===== config.mk =====
export PLATFORM = sky130hd
export DESIGN_NAME = bus_cycle_ctrl
export DESIGN_NICKNAME = d
export VERILOG_FILES = /design/src/rtl/bus_cycle_pkg.sv /design/src/rtl/bus_cycle_fsm.sv /design/src/rtl/bus_req_regs.sv /design/src/rtl/bus_pin_drive.sv /design/src/rtl/bus_cycle_ctrl.sv
export SDC_FILE = /design/constraint.sdc
export NUM_CORES = 1
export LEC_CHECK = 0
export BUFFER_PORTS_ARGS = -buffer_cell sky130_fd_sc_hd__clkbuf_2
export CAP_MARGIN = 20
export CORE_MARGIN = 3
export CORE_UTILIZATION = 39
export CTS_BUF_LIST = sky130_fd_sc_hd__clkbuf_16
export CTS_CLUSTER_SIZE = 40
export DETAILED_ROUTE_END_ITERATION = 12
export GPL_TIMING_DRIVEN = 1
export PLACE_DENSITY = 0.69
export SYNTH_ARGS = -nofsm -noshare
export SYNTH_HDL_FRONTEND = slang
export SYNTH_HIERARCHICAL = 1
export SYNTH_SLANG_ARGS = --single-unit

===== constraint.sdc =====
create_clock -name clk -period 4.9 [get_ports clk]
set_clock_uncertainty 0.1 [all_clocks]
set_input_delay 0.49 -clock clk [delete_from_list [all_inputs] [get_ports clk]]
set_output_delay 0.49 -clock clk [all_outputs]
set_load 0.005 [all_outputs]

===== src/rtl/bus_cycle_pkg.sv =====
package bus_cycle_pkg;

  // Bus cycle phases; T1..T3 with optional wait phases between T2 and T3
  typedef enum logic [2:0] {
    ST_IDLE = 3'd0,
    ST_T1   = 3'd1,
    ST_T2   = 3'd2,
    ST_TW   = 3'd3,
    ST_T3   = 3'd4,
    ST_HOLD = 3'd5
  } state_t;

  localparam int KIND_W = 2;

  // Kind code bit positions
  localparam int KIND_WR_BIT = 0;
  localparam int KIND_IO_BIT = 1;

  function automatic logic strobe_phase(input state_t s);
    return (s == ST_T2) || (s == ST_TW) || (s == ST_T3);
  endfunction

  function automatic logic cycle_phase(input state_t s);
    return (s == ST_T1) || strobe_phase(s);
  endfunction

endpackage


===== src/rtl/bus_cycle_fsm.sv =====
module bus_cycle_fsm
  import bus_cycle_pkg::*;
(
  input  logic   clk,
  input  logic   rst,
  input  logic   req_valid,
  input  logic   ready_in,
  input  logic   hold_req,
  output state_t st_q,
  output state_t st_d,
  output logic   accept,
  output logic   req_ready
);

  always_comb begin
    req_ready = (st_q == ST_IDLE) && !hold_req;
    accept    = req_valid && req_ready;
  end

  always_comb begin
    st_d = st_q;
    unique case (st_q)
      ST_IDLE: begin
        if (hold_req)       st_d = ST_HOLD;
        else if (req_valid) st_d = ST_T1;
      end
      ST_T1:   st_d = ST_T2;
      ST_T2:   st_d = ready_in ? ST_T3 : ST_TW;
      ST_TW:   st_d = ready_in ? ST_T3 : ST_TW;
      ST_T3:   st_d = hold_req ? ST_HOLD : ST_IDLE;
      ST_HOLD: st_d = hold_req ? ST_HOLD : ST_IDLE;
      default: st_d = ST_IDLE;
    endcase
  end

  always_ff @(posedge clk) begin
    if (rst) st_q <= ST_IDLE;
    else     st_q <= st_d;
  end

endmodule


===== src/rtl/bus_req_regs.sv =====
module bus_req_regs
  import bus_cycle_pkg::*;
#(
  parameter int              ADDR_W     = 16,
  parameter int              DATA_W     = 8,
  parameter logic [ADDR_W-1:0] RESET_ADDR = '0
) (
  input  logic              clk,
  input  logic              rst,
  input  logic              accept,
  input  logic [KIND_W-1:0] req_kind,
  input  logic [ADDR_W-1:0] req_addr,
  input  logic [DATA_W-1:0] req_wdata,
  input  state_t            st_q,
  input  logic [DATA_W-1:0] bus_data_i,
  output logic [ADDR_W-1:0] addr_q,
  output logic [KIND_W-1:0] kind_q,
  output logic [KIND_W-1:0] kind_nx,
  output logic [DATA_W-1:0] wdata_q,
  output logic [DATA_W-1:0] rdata_q,
  output logic              done_q
);

  assign kind_nx = accept ? req_kind : kind_q;

  // Request latch: held for the whole cycle and kept afterwards
  always_ff @(posedge clk) begin
    if (rst) begin
      addr_q  <= RESET_ADDR;
      kind_q  <= '0;
      wdata_q <= '0;
    end else if (accept) begin
      addr_q  <= req_addr;
      kind_q  <= req_kind;
      wdata_q <= req_wdata;
    end
  end

  // Read data is taken at the edge that closes T3
  always_ff @(posedge clk) begin
    if (rst) begin
      rdata_q <= '0;
      done_q  <= 1'b0;
    end else begin
      done_q <= (st_q == ST_T3);
      if ((st_q == ST_T3) && !kind_q[KIND_WR_BIT])
        rdata_q <= bus_data_i;
    end
  end

endmodule


===== src/rtl/bus_pin_drive.sv =====
module bus_pin_drive
  import bus_cycle_pkg::*;
(
  input  logic              clk,
  input  logic              rst,
  input  state_t            st_d,
  input  logic [KIND_W-1:0] kind_nx,
  output logic              rd_n,
  output logic              wr_n,
  output logic              io_m,
  output logic              addr_oe,
  output logic              ctl_oe,
  output logic              data_oe,
  output logic              hold_ack
);

  logic wr_nx;
  logic strobe_nx;
  logic released_nx;

  always_comb begin
    wr_nx       = kind_nx[KIND_WR_BIT];
    strobe_nx   = strobe_phase(st_d);
    released_nx = (st_d == ST_HOLD);
  end

  // Every pin is a flop fed from the next state
  always_ff @(posedge clk) begin
    if (rst) begin
      rd_n     <= 1'b1;
      wr_n     <= 1'b1;
      io_m     <= 1'b0;
      addr_oe  <= 1'b1;
      ctl_oe   <= 1'b1;
      data_oe  <= 1'b0;
      hold_ack <= 1'b0;
    end else begin
      rd_n     <= !(strobe_nx && !wr_nx);
      wr_n     <= !(strobe_nx && wr_nx);
      io_m     <= kind_nx[KIND_IO_BIT];
      addr_oe  <= !released_nx;
      ctl_oe   <= !released_nx;
      data_oe  <= cycle_phase(st_d) && wr_nx;
      hold_ack <= released_nx;
    end
  end

endmodule


===== src/rtl/bus_cycle_ctrl.sv =====
module bus_cycle_ctrl
  import bus_cycle_pkg::*;
#(
  parameter int                ADDR_W     = 16,
  parameter int                DATA_W     = 8,
  parameter logic [ADDR_W-1:0] RESET_ADDR = '0
) (
  input  logic              clk,
  input  logic              rst,
  input  logic              req_valid,
  input  logic [1:0]        req_kind,
  input  logic [ADDR_W-1:0] req_addr,
  input  logic [DATA_W-1:0] req_wdata,
  output logic              req_ready,
  output logic              done,
  output logic [DATA_W-1:0] rdata,
  output logic [ADDR_W-1:0] bus_addr,
  output logic              bus_addr_oe,
  output logic [DATA_W-1:0] bus_data_o,
  input  logic [DATA_W-1:0] bus_data_i,
  output logic              bus_data_oe,
  output logic              bus_io_m,
  output logic              bus_rd_n,
  output logic              bus_wr_n,
  output logic              bus_ctl_oe,
  input  logic              ready_in,
  input  logic              hold_req,
  output logic              hold_ack
);

  state_t            st_q;
  state_t            st_d;
  logic              accept;
  logic [KIND_W-1:0] kind_q;
  logic [KIND_W-1:0] kind_nx;

  bus_cycle_fsm u_fsm (
    .clk       (clk),
    .rst       (rst),
    .req_valid (req_valid),
    .ready_in  (ready_in),
    .hold_req  (hold_req),
    .st_q      (st_q),
    .st_d      (st_d),
    .accept    (accept),
    .req_ready (req_ready)
  );

  bus_req_regs #(
    .ADDR_W     (ADDR_W),
    .DATA_W     (DATA_W),
    .RESET_ADDR (RESET_ADDR)
  ) u_regs (
    .clk        (clk),
    .rst        (rst),
    .accept     (accept),
    .req_kind   (req_kind),
    .req_addr   (req_addr),
    .req_wdata  (req_wdata),
    .st_q       (st_q),
    .bus_data_i (bus_data_i),
    .addr_q     (bus_addr),
    .kind_q     (kind_q),
    .kind_nx    (kind_nx),
    .wdata_q    (bus_data_o),
    .rdata_q    (rdata),
    .done_q     (done)
  );

  bus_pin_drive u_pins (
    .clk      (clk),
    .rst      (rst),
    .st_d     (st_d),
    .kind_nx  (kind_nx),
    .rd_n     (bus_rd_n),
    .wr_n     (bus_wr_n),
    .io_m     (bus_io_m),
    .addr_oe  (bus_addr_oe),
    .ctl_oe   (bus_ctl_oe),
    .data_oe  (bus_data_oe),
    .hold_ack (hold_ack)
  );

endmodule


==> results of run 1 <==
## per-layer routing
| metal | part of all wire | wire length [µm] | vias to the layer above |
|---|---|---|---|
| met1 | 0.44 | 1420 | 563 |
| met3 | 0.089 | 288 | 2 |
| met5 | 0 | 0 | - |
| met4 | 0.0068 | 22 | 0 |
| li1 | - | - | 674 |
| met2 | 0.47 | 1520 | 47 |
## worst max-delay path, stage by stage, from the launching register on
cell,delay (ps)
dfxtp_1,400
nor4_1,340
and2_1,590
buf_4,390
mux2i_1,230
nor2_1,60
## cells in the final DEF (no fill, tap or decap), types with 2 or more instances in the layout
cell type	count
clkbuf_2	79
nor4b_1	2
nand3b_1	2
inv_1	3
dfxtp_1	44
nor2_1	27
mux2i_1	32
nand2b_1	17
o21ai_1	2
a21oi_1	2
clkbuf_16	5
nor2b_1	4
nand2_1	2
## per-stage QoR
stage / utilization / cells / hold WS [ps]
6_report: 0.543 / 286 / 352
5_1_grt: 0.543 / 286 / 353
4_1_cts: 0.543 / 286 / 351
3_5_place_dp: 0.510 / 278 / 368
3_3_place_gp: 0.510 / 278 / 362
2_1_floorplan: - / 157 / 365
## kinds of logic (layout without fill, tap and decap cells)
kind of cell    Yosys count  in the layout  synth area share
compound gates            7              7            0.0290
buf+inv                  10             89            0.0450
flops                    44             44             0.511
mux                      34             34             0.201
simple gates             62             62             0.214
## area by class of cell
class	instances	share of cell area
timing repair buffer	80	0.179
clock inverter	3	0.00500
sequential	44	0.391
inverter	1	0.00167
tap	50	0.0278
clock buffer	5	0.0556
multi-input combinational	103	0.340
## power breakdown
group	switching, µW	internal [µW]
Combinational	55.9	65.6
Clock	118	183
Sequential	15.8	382
Total	190	630
## sequential cells by signal (all words and copies together), names as in the netlist
register         count
u_regs/wdata_q       8
u_regs/addr_q       16
u_regs/rdata_q       8
u_pins/rd_n          1
u_pins/hold_ack      1
u_fsm/st_q           3
u_pins/io_m          1
u_pins/data_oe       1
u_pins/wr_n          1
u_regs/done_q        1
u_regs/kind_q        2
u_pins/ctl_oe        1
## worst paths after layout
path	from	end	depth (start not counted)
worst max register to register	u_fsm/st_q[1]	u_regs/wdata_q[6]	5
worst min-delay path	req_addr[1]	u_regs/addr_q[1]	3
worst max-delay path	u_fsm/st_q[1]	u_regs/wdata_q[6]	5
worst min register to register	u_regs/rdata_q[1]	u_regs/rdata_q[1]	2
==> summary.md, run 1 <==
| Metric | Value |
|---|---|
| Vias in the first global route | 1,171 |
| Distinct cells, synth | 28 |
| Post-synthesis sequential area ratio | 0.511 |
| Lkg Pwr | 0.00103 µW |
| DP HPWL | 2.39 mm |
| GR Util met3 | 0.0429 |
| Inserted Clock Buffers | 5 |
| Pins over their slew limit | 0 |
| Largest net degree at the start of global routing | 51 |
| Met2 usage | 0.196 |
| Ports | 80 |
| Ys flop type | dfxtp_1 |
| Asr flop ratio synth | 0 |
| Hold/Removal Path Class | in2reg |
| Gr ovfl total | 0 |
| Post-CTS Resized | 0 |
| Worst Path Required | 4920 ps |
| Status | finished clean |
| Core area | 4140 µm² |
| Pre-CTS WS | 2540 ps |
| Initial antenna violation count | 0 |
| Cell row count | 23 |
| DIE WIDTH | 72.5 µm |
| Max-slew headroom | 0.423 |
| Antenna viol nets, final | 0 |
| Via density | 4.50 |
| Drt pass-1 iters | 4 |
| Area of the mapped netlist | 1720 µm² |
| Endpoints failing hold | 0 |
| Placed inst area | 2110 µm² |
| Total power | 820 µW |
| Vias | 1,286 |
| Final setup viols | 0 |
| Die ar. | 5250 µm² |
| Final nets | 274 |
| Clk_lat worst skew | 270 ps |
| Top area cells in the synthesized netlist | dfxtp_1 (51%), mux2i_1 (19%), nand2b_1 (6.2%), nor2_1 (5.9%), buf_6 (2.6%) |
| Leading area contributor after synthesis | dfxtp_1 |
| Startpoint type of the worst setup path | register |
| Fin crit share | 0.464 |
| Max_cap viols | 0 |
| ANT cells | 0 |
| PortBufs | 79 |
| Detailed Route WL | 3.25 mm |
| Worst ir drop on vdd | 0.179 mV |
| H-tree depth | 2 |
| Multi-input logic area | 764 µm² |
| Critical path class | reg2reg |
| Power Dens Cells | 364 nW/µm² |
| Sequential Area | 881 µm² |
| Initial drt markers | 40 |
| Yosys warning count | 6 |
| RePlAce Congestion | 0.760 |
| Min Clock Period, post-route | 2280 ps |
| Post-synth top area share | 0.511 |
| Post-route design area | 2250 µm² |
| Fraction of layout cells with a size suffix above 1 | 0.386 |
| Initial Util | 0.416 |
| CTS tree | yes |
| Clock sinks | 44 |
| Synthesized net count | 196 |
| Fill cell count | 388 |
| Post-CTS Setup Inserts | 0 |
| Setup tns final | 0 ps |
| Top Usage Layer GRT | met2 |
| # DRC | 0 |
| Slew @ Worst Pin | 866 ps |
| CP endpoint kind | register |
| Post-synth top cells | dfxtp_1 (44), mux2i_1 (32), nor2_1 (27), nand2b_1 (17) |
| First-pass GRT wire length | 5.20 mm |
| Clock slew at reported path FFs | 60 ps |
| Routed WL per cell | 11.4 µm |
| Max clock buf depth | 2 |
| Met1 usage | 0.161 |
| RSZ-0062 raised after global routing | no |
| Root Buffer | clkbuf_16 |
| Area Overhead vs Synth | 30.6% |
| Die Y | 72.5 µm |
| Global Route Usage Sum | 0.126 |
| Syn Area/Cell | 11.0 µm² |
| Hold_buf cts | 0 |
| Number of flops mapped to enable cells by yosys | 0 |
| Arrival time worst endpoint | 2300 ps |
| FF+latch count, synth | 44 |
| Dominant cell by count in the synthesized netlist | dfxtp_1 |
| CP Max Fanout | 16 |
| Max frequency | 0.439 GHz |
| Worst Slack Setup Final | 2620 ps |
| Synth Instances | 157 |
| R2r setup slk | 2620 ps |
No activity file was read; power rests on OpenSTA's default activity.
==> run 2: changes to the inputs <==
--- a/config.mk
+++ b/config.mk
@@ -5,6 +5,7 @@
 export SDC_FILE = /design/constraint.sdc
 export NUM_CORES = 1
 export LEC_CHECK = 0
+export ABC_AREA = 1
 export BUFFER_PORTS_ARGS = -buffer_cell sky130_fd_sc_hd__clkbuf_2
 export CAP_MARGIN = 20
 export CORE_MARGIN = 3
@@ -13,7 +14,7 @@
 export CTS_CLUSTER_SIZE = 40
 export DETAILED_ROUTE_END_ITERATION = 12
 export GPL_TIMING_DRIVEN = 1
-export PLACE_DENSITY = 0.69
+export PLACE_DENSITY = 0.71
 export SYNTH_ARGS = -nofsm -noshare
 export SYNTH_HDL_FRONTEND = slang
 export SYNTH_HIERARCHICAL = 1
==> constraint.sdc (replaced) <==
create_clock -name clk -period 2 [get_ports clk]
set_clock_uncertainty 0.1 [all_clocks]
set_input_delay 0.2 -clock clk [delete_from_list [all_inputs] [get_ports clk]]
set_output_delay 0.2 -clock clk [all_outputs]
set_load 0.005 [all_outputs]
==> run 2 against run 1 <==
Sequential cell count stayed put. Non-clock buffer count is 3 higher. Sequential power grew to 2.6 times the previous value. Global-route usage is 2.9 points higher. Total power grew to 2.8 times the previous value. Combinational power grew to 3.9 times the previous value. Clock-buffer cell count stayed put. Hold slack worse by 310 ps. Via count is 29% higher. Cell area is 3.3% higher. First-iteration DRC count is 130% higher. Highest routed layer unchanged.
==> summary.md, run 2 <==
| Metric | Value |
|---|---|
| Final Util | 0.557 |
| Inserted Clock Buffers | 5 |
| Fill cell count | 426 |
| Initial drt markers | 91 |
| Critical path class | reg2reg |
| Vias | 1,659 |
| Final nets | 359 |
| Area Overhead vs Synth | 31.6% |
| Pins over their slew limit | 0 |
| FF+latch count, synth | 44 |
| Max clock buf depth | 2 |
| Antenna viol nets, final | 0 |
| H-tree depth | 2 |
| Post-CTS Resized | 0 |
| DIE WIDTH | 73.3 µm |
| Top area cells in the synthesized netlist | dfxtp_1 (50%), nor2_1 (14%), inv_1 (7.9%), nand2_1 (6.4%), o21ai_0 (6.2%) |
| Largest register by flop count | u_regs/addr_q |
| Core area | 4170 µm² |
| Initial Util | 0.423 |
| Lkg Pwr | 0.00128 µW |
| Worst ir drop on vdd | 0.540 mV |
| Clock slew at reported path FFs | 60 ps |
| Min Clock Period, post-route | 1720 ps |
| Biggest regs | u_regs/addr_q x16, u_regs/rdata_q x8, u_regs/wdata_q x8 |
| Arrival time worst endpoint | 1800 ps |
| Largest net degree at the start of global routing | 33 |
| Number of flops mapped to enable cells by yosys | 0 |
| Placed inst area | 2190 µm² |
| Status | finished clean |
| DP HPWL | 3.04 mm |
| Post-synth top area share | 0.499 |
| Slew @ Worst Pin | 445 ps |
| Syn Area/Cell | 7.36 µm² |
| Worst Path Required | 2070 ps |
| Dominant cell by count in the synthesized netlist | nor2_1 |
| Post-synthesis sequential area ratio | 0.499 |
| PortBufs | 79 |
| Max frequency | 0.581 GHz |
| Worst Slack Setup Final | 279 ps |
| Root Buffer | clkbuf_16 |
| Met2 usage | 0.271 |
| CTS tree | yes |
| Post-synth top cells | nor2_1 (67), dfxtp_1 (44), inv_1 (37), nand2_1 (30), o21ai_0 (22) |
| Via density | 4.48 |
| First-pass GRT wire length | 6.54 mm |
| Slowest CP cell | dfxtp_1 |
| Area of the mapped netlist | 1770 µm² |
| Gr ovfl total | 0 |
| RSZ-0062 raised after global routing | no |
| GR Util met3 | 0.0356 |
| Post-CTS Setup Inserts | 0 |
| Yosys warning count | 6 |
| Max reg flops | 16 |
| Most common cell after layout, fill and taps aside | clkbuf_2 |
| Global Route Usage Sum | 0.155 |
| Die ar. | 5370 µm² |
| Vias in the first global route | 1,482 |
| Endpoints failing hold | 0 |
| RePlAce Congestion | 0.852 |
| CP top delay family | simple AND/OR/NAND/NOR gates |
| R2r setup slk | 280 ps |
| Ys flop type | dfxtp_1 |
| CP cell instances | nor2_2, nand2_2, nor3b_2, inv_2, nand2_1, nand2_1, inv_1, nor2_4, nand3b_1, nand2_1 |
| Final setup viols | 0 |
| Met1 usage | 0.187 |
| Max incr delay on CP | 390 ps |
| CP Max Fanout | 10 |
| CP most frequent cell | nand2_1 |
| Fin crit share | 0.861 |
| # DRC | 0 |
| Hold/Removal Path Class | in2reg |
| Asr flop ratio synth | 0 |
| Drt pass-1 iters | 6 |
| Setup tns final | 0 ps |
| Synth Instances | 240 |
| Max-slew headroom | 0.703 |
| Distinct cells, synth | 23 |
| Ports | 80 |
| Clock sinks | 44 |
| WP buf/inv | 2 |
| Detailed Route WL | 4.07 mm |
| Initial antenna violation count | 0 |
| CP endpoint kind | register |
| Routed WL per cell | 11.0 µm |
| Hold Slack | 45.2 ps |
| Cell row count | 23 |
| Startpoint type of the worst setup path | register |
| Fraction of layout cells with a size suffix above 1 | 0.306 |
| Leading area contributor after synthesis | dfxtp_1 |
| ANT cells | 0 |
| Post-route design area | 2320 µm² |
| Hold_buf cts | 0 |
| Pre-CTS WS | 279 ps |
| Top Usage Layer GRT | met2 |
| Commonest non-fill, non-tap cells in the layout | clkbuf_2 (79), nor2_1 (67), dfxtp_1 (44), inv_1 (37), nand2_1 (30) |
| Max_cap viols | 0 |
| Die Y | 73.3 µm |
| Clk_lat worst skew | 270 ps |
| Synthesized net count | 279 |
| Power Dens Cells | 970 nW/µm² |
-- run 2: power breakdown --
| part | switching [µW] | internal (µW) |
|---|---|---|
| Sequential | 57.0 | 979 |
| Clock | 294 | 446 |
| Combinational | 277 | 202 |
-- run 2: metal layers --
metal  vias to the layer above  share of wire
li1                        887              -
met2                        43           0.52
met4                         0          0.013
met5                         -              0
met3                         5          0.048
met1                       724           0.42
-- run 2: through the flow --
step	total power, µW	cells
3_5_place_dp	1540	363
6_report	2260	370
4_1_cts	2290	370
5_1_grt	2400	370
3_3_place_gp	1530	363
2_1_floorplan	1350	240
-- run 2: cell type report --
| type | instances | area (µm²) | area share |
|---|---|---|---|
| sequential | 44 | 881 | 0.379 |
| multi-input combinational | 146 | 673 | 0.290 |
| timing repair buffer | 83 | 425 | 0.183 |
| clock inverter | 2 | 7.51 | 0.00323 |
| tap | 50 | 62.6 | 0.0269 |
| clock buffer | 5 | 125 | 0.0538 |
| inverter | 40 | 150 | 0.0646 |
-- run 2: worst paths after layout --
check,cells after the start,to,startpoint
max,10,u_pins/data_oe,u_fsm/st_q[1]
min,3,u_regs/addr_q[12],req_addr[12]
max reg2reg,10,u_pins/data_oe,u_fsm/st_q[1]
min reg2reg,2,u_regs/kind_q[1],u_regs/kind_q[1]
-- run 2: cell families (layout without fill, tap and decap cells) --
kind of cell           Yosys count  after routing  share of synthesized area
AO/OA/AOI/OAI                   27             27                     0.0765
buffers and inverters           50            130                      0.123
AND/OR/NAND/NOR                119            119                      0.302
flip-flops                      44             44                      0.499
-- run 2: worst register-to-register path, cell delays in order (launching register included) --
cell and delay (ps):
dfxtp_1 390, nor2_2 140, nand2_2 90, nor3b_2 290, inv_2 160, nand2_1 110, nand2_1 50, inv_1 110
nor2_4 50, nand3b_1 90, nand2_1 50
==> run 3: changes to the inputs <==
--- a/config.mk
+++ b/config.mk
@@ -9,12 +9,12 @@
 export BUFFER_PORTS_ARGS = -buffer_cell sky130_fd_sc_hd__clkbuf_2
 export CAP_MARGIN = 20
 export CORE_MARGIN = 3
-export CORE_UTILIZATION = 39
+export CORE_UTILIZATION = 42
 export CTS_BUF_LIST = sky130_fd_sc_hd__clkbuf_16
 export CTS_CLUSTER_SIZE = 40
 export DETAILED_ROUTE_END_ITERATION = 12
 export GPL_TIMING_DRIVEN = 1
-export PLACE_DENSITY = 0.71
+export PLACE_DENSITY = 0.76
 export SYNTH_ARGS = -nofsm -noshare
 export SYNTH_HDL_FRONTEND = slang
 export SYNTH_HIERARCHICAL = 1
==> run 3 against run 2 <==
Total power increased by 6.3%. Global-route usage increased by 0.74 points. Setup slack got worse by 34 ps. Clock-buffer cell count unchanged. Routed wire length decreased by 0.32%. Clock power increased by 20%. Largest power group unchanged. Highest routed layer unchanged.
==> summary.md, run 3 (synthesis results as in run 2) <==
| Metric | Value |
|---|---|
| Arrival time worst endpoint | 1820 ps |
| Startpoint type of the worst setup path | register |
| Max_cap viols | 0 |
| CP endpoint kind | register |
| Worst ir drop on vdd | 0.393 mV |
| Lkg Pwr | 0.00129 µW |
| Biggest regs | u_regs/addr_q x16, u_regs/rdata_q x8, u_regs/wdata_q x8 |
| DIE WIDTH | 70.9 µm |
| Status | finished clean |
| Final setup viols | 0 |
| Min Clock Period, post-route | 1760 ps |
| Cell row count | 22 |
| Post-CTS Resized | 0 |
| Antenna viol nets, final | 0 |
| Fill cell count | 380 |
| Most common cell after layout, fill and taps aside | clkbuf_2 |
| Hold/Removal Path Class | in2reg |
| Max-slew headroom | 0.706 |
| Ports | 80 |
| Max incr delay on CP | 390 ps |
| Max frequency | 0.570 GHz |
| Gr ovfl total | 0 |
| Initial drt markers | 106 |
| R2r setup slk | 240 ps |
| Die ar. | 5020 µm² |
| Vias | 1,679 |
| Vias in the first global route | 1,540 |
| # DRC | 0 |
| Clock sinks | 44 |
| First-pass GRT wire length | 6.51 mm |
| RePlAce Congestion | 0.798 |
| Inserted Clock Buffers | 5 |
| Power Dens Cells | 1020 nW/µm² |
| Routed WL per cell | 11.0 µm |
| Hold endpoint | u_regs/addr_q[11] |
| Fraction of layout cells with a size suffix above 1 | 0.309 |
| Slew @ Worst Pin | 440 ps |
| PortBufs | 79 |
| Critical path class | reg2reg |
| RSZ-0062 raised after global routing | no |
| R2R cell count | 9 |
| DP HPWL | 2.97 mm |
| Via density | 4.56 |
| Worst Slack Setup Final | 245 ps |
| Initial antenna violation count | 0 |
| Pins over their slew limit | 0 |
| CP top delay family | simple AND/OR/NAND/NOR gates |
| Commonest non-fill, non-tap cells in the layout | clkbuf_2 (79), nor2_1 (67), dfxtp_1 (44), inv_1 (38), nand2_1 (30) |
| Clock slew at reported path FFs | 60 ps |
| Post-CTS Setup Inserts | 0 |
| Clk_lat worst skew | 280 ps |
| CP Max Fanout | 25 |
| Reg2reg end | u_pins/io_m |
| CTS tree | yes |
| Setup tns final | 0 ps |
| Max reg flops | 16 |
| Pre-CTS WS | 263 ps |
| Total power | 2400 µW |
| WP buf/inv | 3 |
| Detailed Route WL | 4.06 mm |
| Largest net degree at the start of global routing | 33 |
| Hold_buf cts | 0 |
| Initial Util | 0.458 |
| Sequential Area | 881 µm² |
| Fin crit share | 0.878 |
| Drt pass-1 iters | 4 |
| Worst Path Required | 2060 ps |
| Hold Crit Start | req_addr[11] |
| Endpoints failing hold | 0 |
| CP cell instances | nor2_2, nand2_2, nor3b_2, inv_2, buf_4, nand2_1, nand2_1, inv_1, nor2_1 |
| Largest register by flop count | u_regs/addr_q |
| ANT cells | 0 |
| Global Route Usage Sum | 0.163 |
| R2R Path Start | u_fsm/st_q[1] |
| CP most frequent cell | nand2_1 |
| Die Y | 70.9 µm |
| Max clock buf depth | 2 |
| Multi-input logic area | 673 µm² |
| Final nets | 358 |
| Slowest CP cell | dfxtp_1 |
| Cell count of the worst hold path | 3 |
| Core area | 3850 µm² |
| Root Buffer | clkbuf_16 |
| H-tree depth | 2 |
| Area Overhead vs Synth | 32.8% |
## run 3: worst max-delay path by stage
stage	start	end	slack [ps]	cells past startpoint
final	u_fsm/st_q[1]	u_pins/io_m	240	9
after global routing	u_fsm/st_q[1]	u_pins/io_m	70	8
after global placement	u_fsm/st_q[1]	u_pins/io_m	320	9
after detailed placement	u_fsm/st_q[1]	u_pins/io_m	260	9
after floorplan	u_fsm/st_q[1]	u_pins/wr_n	380	10
after CTS	u_fsm/st_q[1]	u_pins/io_m	230	9
## run 3: worst reg2reg max path: stages (launching register included)
cell and delay (ps):
dfxtp_1 390, nor2_2 150, nand2_2 90, nor3b_2 380, inv_2 70, buf_4 220, nand2_1 100, nand2_1 60
inv_1 50, nor2_1 30
## run 3: stage by stage
stage	hold WS (ps)	cell area, µm²	utilization	std cells
2_1_floorplan	169	1770	-	240
6_report	42.2	2350	0.609	368
3_3_place_gp	324	2180	0.566	360
5_1_grt	47.0	2350	0.609	368
4_1_cts	39.7	2350	0.609	368
3_5_place_dp	328	2180	0.566	360
## run 3: layout make-up
type | count | share of cell area
clock inverter | 3 | 0.0165
multi-input combinational | 146 | 0.287
clock buffer | 5 | 0.0533
tap | 48 | 0.0256
timing repair buffer | 82 | 0.178
inverter | 40 | 0.0640
sequential | 44 | 0.375
## run 3: metal layers
layer | GRT usage | share of wire | vias to the layer above
li1 | - | - | 888
met1 | 0.194 | 0.44 | 742
met2 | 0.279 | 0.50 | 45
met3 | 0.0426 | 0.052 | 4
met4 | 0.0626 | 0.011 | 0
met5 | 0 | 0 | -
## run 3: power breakdown
| part | internal [µW] | total, µW | switching (µW) |
|---|---|---|---|
| Clock | 581 | 888 | 306 |
| Sequential | 979 | 1040 | 57.1 |
| Combinational | 199 | 474 | 275 |
